## src/rtl/sdf_pkg.sv

```systemverilog
package sdf_pkg;

  // Strobes passed from the stage control to its datapath each clock.
  typedef struct packed {
    logic wrEn;    // accept the incoming sample and advance state
    logic useSum;  // butterfly phase: add to output, subtract into buffer
    logic rotate;  // apply the -j rotation to the incoming sample
  } sdfStrobe_t;

  function automatic int unsigned addrWidth(input int unsigned depth);
    return (depth > 1) ? $clog2(depth) : 1;
  endfunction

endpackage

```

## src/rtl/sdf_ctrl.sv

```systemverilog
module sdf_ctrl
  import sdf_pkg::*;
#(
  parameter int unsigned DELAY        = 32,
  parameter bit          SECOND_STAGE = 1'b0
) (
  input  logic                               clk,
  input  logic                               rstN,
  input  logic                               start,
  input  logic                               inValid,
  input  logic                               ctlSel,
  input  logic                               ctlRot,
  output sdfStrobe_t                         strobe,
  output logic [addrWidth(DELAY)-1:0]        rdWrAddr,
  output logic                               outValid
);

  localparam int unsigned AW = addrWidth(DELAY);
  localparam int unsigned FW = $clog2(DELAY + 1);
  localparam logic [AW-1:0] LAST_ADDR = AW'(DELAY - 1);
  localparam logic [FW-1:0] FILL_MAX  = FW'(DELAY);

  logic [AW-1:0] ptr;
  logic [AW-1:0] ptrCur;
  logic [AW-1:0] ptrNext;
  logic [FW-1:0] fill;
  logic [FW-1:0] fillCur;
  logic          fillFull;

  // A qualified start restarts the pointer and the fill count at once.
  always_comb begin
    ptrCur   = start ? '0 : ptr;
    fillCur  = start ? '0 : fill;
    fillFull = (fillCur == FILL_MAX);
    ptrNext  = (ptrCur == LAST_ADDR) ? '0 : ptrCur + AW'(1);
  end

  generate
    if (SECOND_STAGE) begin : g_rot
      assign strobe.rotate = inValid && ctlSel && ctlRot;
    end else begin : g_norot
      assign strobe.rotate = 1'b0;
    end
  endgenerate

  assign strobe.wrEn   = inValid;
  assign strobe.useSum = ctlSel;
  assign rdWrAddr      = ptrCur;

  always_ff @(posedge clk or negedge rstN) begin
    if (!rstN) begin
      ptr      <= '0;
      fill     <= '0;
      outValid <= 1'b0;
    end else if (inValid) begin
      ptr      <= ptrNext;
      fill     <= fillFull ? fillCur : fillCur + FW'(1);
      outValid <= fillFull;
    end
  end

  // the pointer stays inside the buffer
  a_r10_ptr_range: assert property (@(posedge clk) disable iff (!rstN)
    ptr <= LAST_ADDR);

  // wrap from the last location back to zero
  a_r10_ptr_wrap: assert property (@(posedge clk) disable iff (!rstN)
    (inValid && !start && ptr == LAST_ADDR) |=> (ptr == '0));

  // a qualified start stores at zero, so the pointer then sits one past it
  a_r9_start_restart: assert property (@(posedge clk) disable iff (!rstN)
    (inValid && start) |=> (ptr == ((DELAY > 1) ? AW'(1) : AW'(0))) && (fill == FW'(1)));

  // an idle clock leaves the control state untouched
  a_r8_ctrl_hold: assert property (@(posedge clk) disable iff (!rstN)
    !inValid |=> $stable(ptr) && $stable(fill) && $stable(outValid));

  // validity only rises on a clock that accepted a sample
  a_r7_valid_source: assert property (@(posedge clk) disable iff (!rstN)
    $rose(outValid) |-> $past(inValid));

endmodule

```

## src/rtl/sdf_datapath.sv

```systemverilog
module sdf_datapath
  import sdf_pkg::*;
#(
  parameter int unsigned IN_W  = 10,
  parameter int unsigned DELAY = 32
) (
  input  logic                               clk,
  input  logic                               rstN,
  input  sdfStrobe_t                         strobe,
  input  logic [addrWidth(DELAY)-1:0]        rdWrAddr,
  input  logic signed [IN_W-1:0]             inRe,
  input  logic signed [IN_W-1:0]             inIm,
  output logic signed [IN_W:0]               outRe,
  output logic signed [IN_W:0]               outIm
);

  localparam int unsigned OW = IN_W + 1;

  logic signed [OW-1:0] bufRe [DELAY];
  logic signed [OW-1:0] bufIm [DELAY];

  logic signed [OW-1:0] extRe, extIm;
  logic signed [OW-1:0] xRe, xIm;
  logic signed [OW-1:0] heldRe, heldIm;
  logic signed [OW-1:0] nextOutRe, nextOutIm;
  logic signed [OW-1:0] backRe, backIm;

  always_comb begin
    extRe = {inRe[IN_W-1], inRe};
    extIm = {inIm[IN_W-1], inIm};
    // -j rotation: swap parts, negate the new imaginary part
    if (strobe.rotate) begin
      xRe = extIm;
      xIm = -extRe;
    end else begin
      xRe = extRe;
      xIm = extIm;
    end
    heldRe = bufRe[rdWrAddr];
    heldIm = bufIm[rdWrAddr];
    if (strobe.useSum) begin
      nextOutRe = heldRe + xRe;
      nextOutIm = heldIm + xIm;
      backRe    = heldRe - xRe;
      backIm    = heldIm - xIm;
    end else begin
      nextOutRe = heldRe;
      nextOutIm = heldIm;
      backRe    = xRe;
      backIm    = xIm;
    end
  end

  always_ff @(posedge clk or negedge rstN) begin
    if (!rstN) begin
      for (int i = 0; i < int'(DELAY); i++) begin
        bufRe[i] <= '0;
        bufIm[i] <= '0;
      end
    end else if (strobe.wrEn) begin
      bufRe[rdWrAddr] <= backRe;
      bufIm[rdWrAddr] <= backIm;
    end
  end

  always_ff @(posedge clk or negedge rstN) begin
    if (!rstN) begin
      outRe <= '0;
      outIm <= '0;
    end else if (strobe.wrEn) begin
      outRe <= nextOutRe;
      outIm <= nextOutIm;
    end
  end

  // outputs hold across an idle clock
  a_r8_out_hold: assert property (@(posedge clk) disable iff (!rstN)
    !strobe.wrEn |=> $stable(outRe) && $stable(outIm));

  // in the fill phase the output is exactly the word read from the buffer
  a_r2_pass_through: assert property (@(posedge clk) disable iff (!rstN)
    (strobe.wrEn && !strobe.useSum) |=> (outRe == $past(heldRe)) && (outIm == $past(heldIm)));

endmodule

```

## src/rtl/sdf_bfly_stage.sv

```systemverilog
module sdf_bfly_stage
  import sdf_pkg::*;
#(
  parameter int unsigned IN_W         = 10,
  parameter int unsigned DELAY        = 32,
  parameter bit          SECOND_STAGE = 1'b0
) (
  input  logic                  clk,
  input  logic                  rstN,
  input  logic                  start,
  input  logic                  inValid,
  input  logic                  ctlSel,
  input  logic                  ctlRot,
  input  logic signed [IN_W-1:0] inRe,
  input  logic signed [IN_W-1:0] inIm,
  output logic                  outValid,
  output logic signed [IN_W:0]  outRe,
  output logic signed [IN_W:0]  outIm
);

  localparam int unsigned AW = addrWidth(DELAY);

  sdfStrobe_t    strobe;
  logic [AW-1:0] rdWrAddr;

  sdf_ctrl #(
    .DELAY        (DELAY),
    .SECOND_STAGE (SECOND_STAGE)
  ) i_ctrl (
    .clk      (clk),
    .rstN     (rstN),
    .start    (start),
    .inValid  (inValid),
    .ctlSel   (ctlSel),
    .ctlRot   (ctlRot),
    .strobe   (strobe),
    .rdWrAddr (rdWrAddr),
    .outValid (outValid)
  );

  sdf_datapath #(
    .IN_W  (IN_W),
    .DELAY (DELAY)
  ) i_datapath (
    .clk      (clk),
    .rstN     (rstN),
    .strobe   (strobe),
    .rdWrAddr (rdWrAddr),
    .inRe     (inRe),
    .inIm     (inIm),
    .outRe    (outRe),
    .outIm    (outIm)
  );

  // without second-stage mode no rotation strobe is ever issued
  a_r6_no_rotation: assert property (@(posedge clk) disable iff (!rstN)
    (!SECOND_STAGE) |-> !strobe.rotate);

endmodule

```

## config.mk

```make
export PLATFORM = sky130hd
export DESIGN_NAME = sdf_bfly_stage
export DESIGN_NICKNAME = d
export VERILOG_FILES = /design/src/rtl/sdf_pkg.sv /design/src/rtl/sdf_ctrl.sv /design/src/rtl/sdf_datapath.sv /design/src/rtl/sdf_bfly_stage.sv
export SDC_FILE = /design/constraint.sdc
export NUM_CORES = 2
export LEC_CHECK = 0
export BUFFER_PORTS_ARGS = -buffer_cell sky130_fd_sc_hd__buf_2
export CAP_MARGIN = 30
export CORE_ASPECT_RATIO = 0.5
export CORE_MARGIN = 2
export CORE_UTILIZATION = 50
export CTS_CLUSTER_DIAMETER = 120
export CTS_CLUSTER_SIZE = 20
export DETAILED_ROUTE_END_ITERATION = 7
export GPL_ROUTABILITY_DRIVEN = 0
export GPL_TIMING_DRIVEN = 0
export PLACE_DENSITY = 0.66
export SYNTH_ARGS = -nofsm -noshare
export SYNTH_HDL_FRONTEND = slang
export SYNTH_SLANG_ARGS = --single-unit
```

## constraint.sdc

```tcl
create_clock -name clk -period 11.8 [get_ports clk]
set_clock_uncertainty 0.1 [all_clocks]
set_input_delay 1.77 -clock clk [delete_from_list [all_inputs] [get_ports clk]]
set_output_delay 1.77 -clock clk [all_outputs]
set_load 0.02 [all_outputs]
```

==> results.cfg <==
[clock_tree]
ctsHtreeMaxLevel = 2
tritoncts = yes
numCtsBuffers = 42
cts_setup_buffers = 0
cts-hold-fix-buffers = 0
clockRootBuffer = clkbuf_16
clock_latency_ns = 0.64
cts_resized = 0
cts_buffer_depth = 3
clkTransAtPathRegs_ns = 0.09
cts.sinks = 738

[setup_path]
worstPathCellList = buf_2 > buf_4 > nand2b_1 > or3_1 > clkbuf_1 > clkbuf_1 > a221o_1 > o22ai_1 > nor4_2 > ha_1 > clkbuf_1 > and3_1 > a21oi_1 > nand3_1 > a41oi_2 > clkbuf_1 > nor2_1 > a2111oi_0 > o211ai_1
worst_setup_path_start_kind = input port
crit_family = compound AO/OA/AOI/OAI gates
crit_path_max_fanout = 10
rrSetupSlack_ns = 3.66
cp.arrival_ns = 9.20
cp_common_cell = clkbuf_1
crit_required_ns = 12.14
slowest_stage = a2111oi_0
r2r_start = i_ctrl.ptr[0]
cp-end-kind = flip-flop
timing.critical_path.buf_inv = 6
critical_path_class = in2reg
reg2regPathDepth = 19
rr_endpoint = i_datapath.bufIm[329]
slowest_delay_ns = 1.01

[die]
core.rowCount = 71
core_mm2 = 0.07533
die_w_um = 394.7
fp.dieH_um = 199.4
pin_count = 49
initial_core_util = 0.5066
die-area_mm2 = 0.07869

[drt]
wl_um = 160000
vias_per_cell = 6.693
drc = 8
post_drt_wl_per_cell_um = 28.76
ant_nets = 0
drt_iter0_markers = 6207
routed-via-count = 37240
first_pass_iters = 8

[grt]
grt_pass1_wl_um = 232500
grt_pass1_vias = 34030
grt_antenna_before_repair = 6
track_usage = 0.4045
overflow = 0
grt_max_degree = 120

[outcome]
violations = design-rule violations
status = complete, but fails checks

[timing]
whs_ns = 0.3762
rsz0062_at_grt = no
final_hold_viol_count = 0
maxClockFrequency_ghz = 0.1129
min_period_ns = 8.859
setup_viol = 0
finalCritPeriodShare = 0.7508
relSlewSlack = 0.2293
drv_slew = 0
setup_tns_ns = 0
tightest_slew_ns = 1.127

[flow_run]
cap_violations = 0

[worst_hold_path]
hold_path_depth = 2
hold_path_end = i_datapath.bufRe[326]
min_from = i_datapath.bufRe[326]
hold_path.class = reg2reg

[power_and_ir_drop]
p_leak_nw = 17.61
ir_drop_mv = 0.1602
finalPower_mw = 9.090
power_density_mw_per_mm2 = 219.7

[synth]
yosys.area_share.adder = 0.01751
syn-mean-instance-area_um2 = 8.672
synth_compound_gate_area_share = 0.2075
ys_seq_elements = 738
synth_fp_nets = 4478
synth_top_family_by_area = compound AO/OA/AOI/OAI gates
synthArstFlopShare = 1.000
synthMuxAreaShare = 0.03731
synth-seq-area-share = 0.4839
yosys_warnings = 0
ys_types = 84
synthSimpleGateAreaFrac = 0.1954
synth_edf_count = 0
synth_cells = 4401
syn_area_mm2 = 0.03817
ys.flop_type = dfrtp_1
synth_xor_area_frac = 0.004819

[cells_and_area]
area_delta_synth_final_pct = 8.403
layout_commonest_cell = nand2_1
final_nets = 4614
final_cell_mix = 1148 x nand2_1, 738 x dfrtp_1, 575 x o21ai_0
drive_gt1_frac = 0.06963
fin_util = 0.5492
nFillCells = 7065

[placement]
portBuffers = 47
dp_hpwl_um = 119700
flip-flops by register name (all words and copies together) (netlist names):
name,cells
i_datapath.outIm,11
i_datapath.outRe,11
i_ctrl.outValid,1
i_ctrl.fill,6
i_ctrl.ptr,5
i_datapath.bufIm,352
i_datapath.bufRe,352
where the power goes:
| part | internal (mW) | switching, mW | leakage, nW |
|---|---|---|---|
| clock | 0.659 | 0.890 | 0.542 |
| combinational | 1.12 | 3.11 | 7.10 |
| sequential | 3.03 | 0.289 | 9.97 |
layout make-up:
class,count,area [µm²],share of cell area
sequential,738,18470,0.4464
multi-input combinational,3184,17670,0.4272
buffer,431,1863,0.04503
tap,1022,1279,0.03091
clock buffer,44,1090,0.02634
timing repair buffer,92,798.3,0.01929
inverter,48,185.2,0.004476
clock inverter,1,8.758,0.0002117
antenna,3,7.507,0.0001815
routing by layer:
layer	global-route usage	wire length [µm]	up-vias
met3	0.2127	28930	501
met4	0.1539	7371	4
met2	0.5348	61000	2788
li1	-	-	15700
met1	0.5536	62580	18240
met5	0	120	-
synth_stat cells, types with 47 or more instances:
cell      instances  share of area
nand2_1        1148           0.11
dfrtp_1         738           0.48
o21ai_0         575          0.075
clkbuf_1        305          0.030
nor2_1          245          0.024
a21oi_1         149          0.020
a211oi_1        146          0.029
nor4_1          146          0.024
nor2b_1          96          0.016
a31oi_1          89          0.015
buf_2            71         0.0093
o31ai_1          65          0.013
o22ai_1          62          0.010
ha_1             47          0.015
tightest hold or removal path: cells and delay by family, from the launching register on:
family	cells	cell delay (ns)
and+or+nand+nor	1	0.04
DFF	1	0.34
AOI/OAI and AO/OA	1	0.06
how the worst max path moves through the flow:
stage           from               endpoint  slack [ns]  cells past startpoint
2_1_floorplan  start  i_datapath.bufIm[329]        5.80                     20
3_3_place_gp    rstN  i_datapath.bufRe[292]       -6.84                      1
6_report       start  i_datapath.bufIm[329]        2.94                     19
3_5_place_dp   start  i_datapath.bufIm[329]        2.90                     20
4_1_cts        start  i_datapath.bufIm[329]        3.51                     20
5_1_grt        start  i_datapath.bufIm[329]        2.98                     20
through the flow:
stage,setup WS (ns),cells,area (µm²)
2_1_floorplan,5.802,4401,38170
3_3_place_gp,-6.838,5470,39680
3_5_place_dp,2.905,5505,40130
4_1_cts,3.514,5550,41230
5_1_grt,2.981,5560,41360
6_report,2.941,5563,41370
logic make-up (layout without fill, tap and decap cells):
kind of cell	count (synthesis)	count (layout)
compound gates	1275	1275
xor+xnor	21	21
fa+ha+maj	51	51
buf+inv	479	616
flops	738	738
mux	84	84
other cells	0	3
simple gates	1753	1753
No activity file was read; power rests on OpenSTA's default activity.
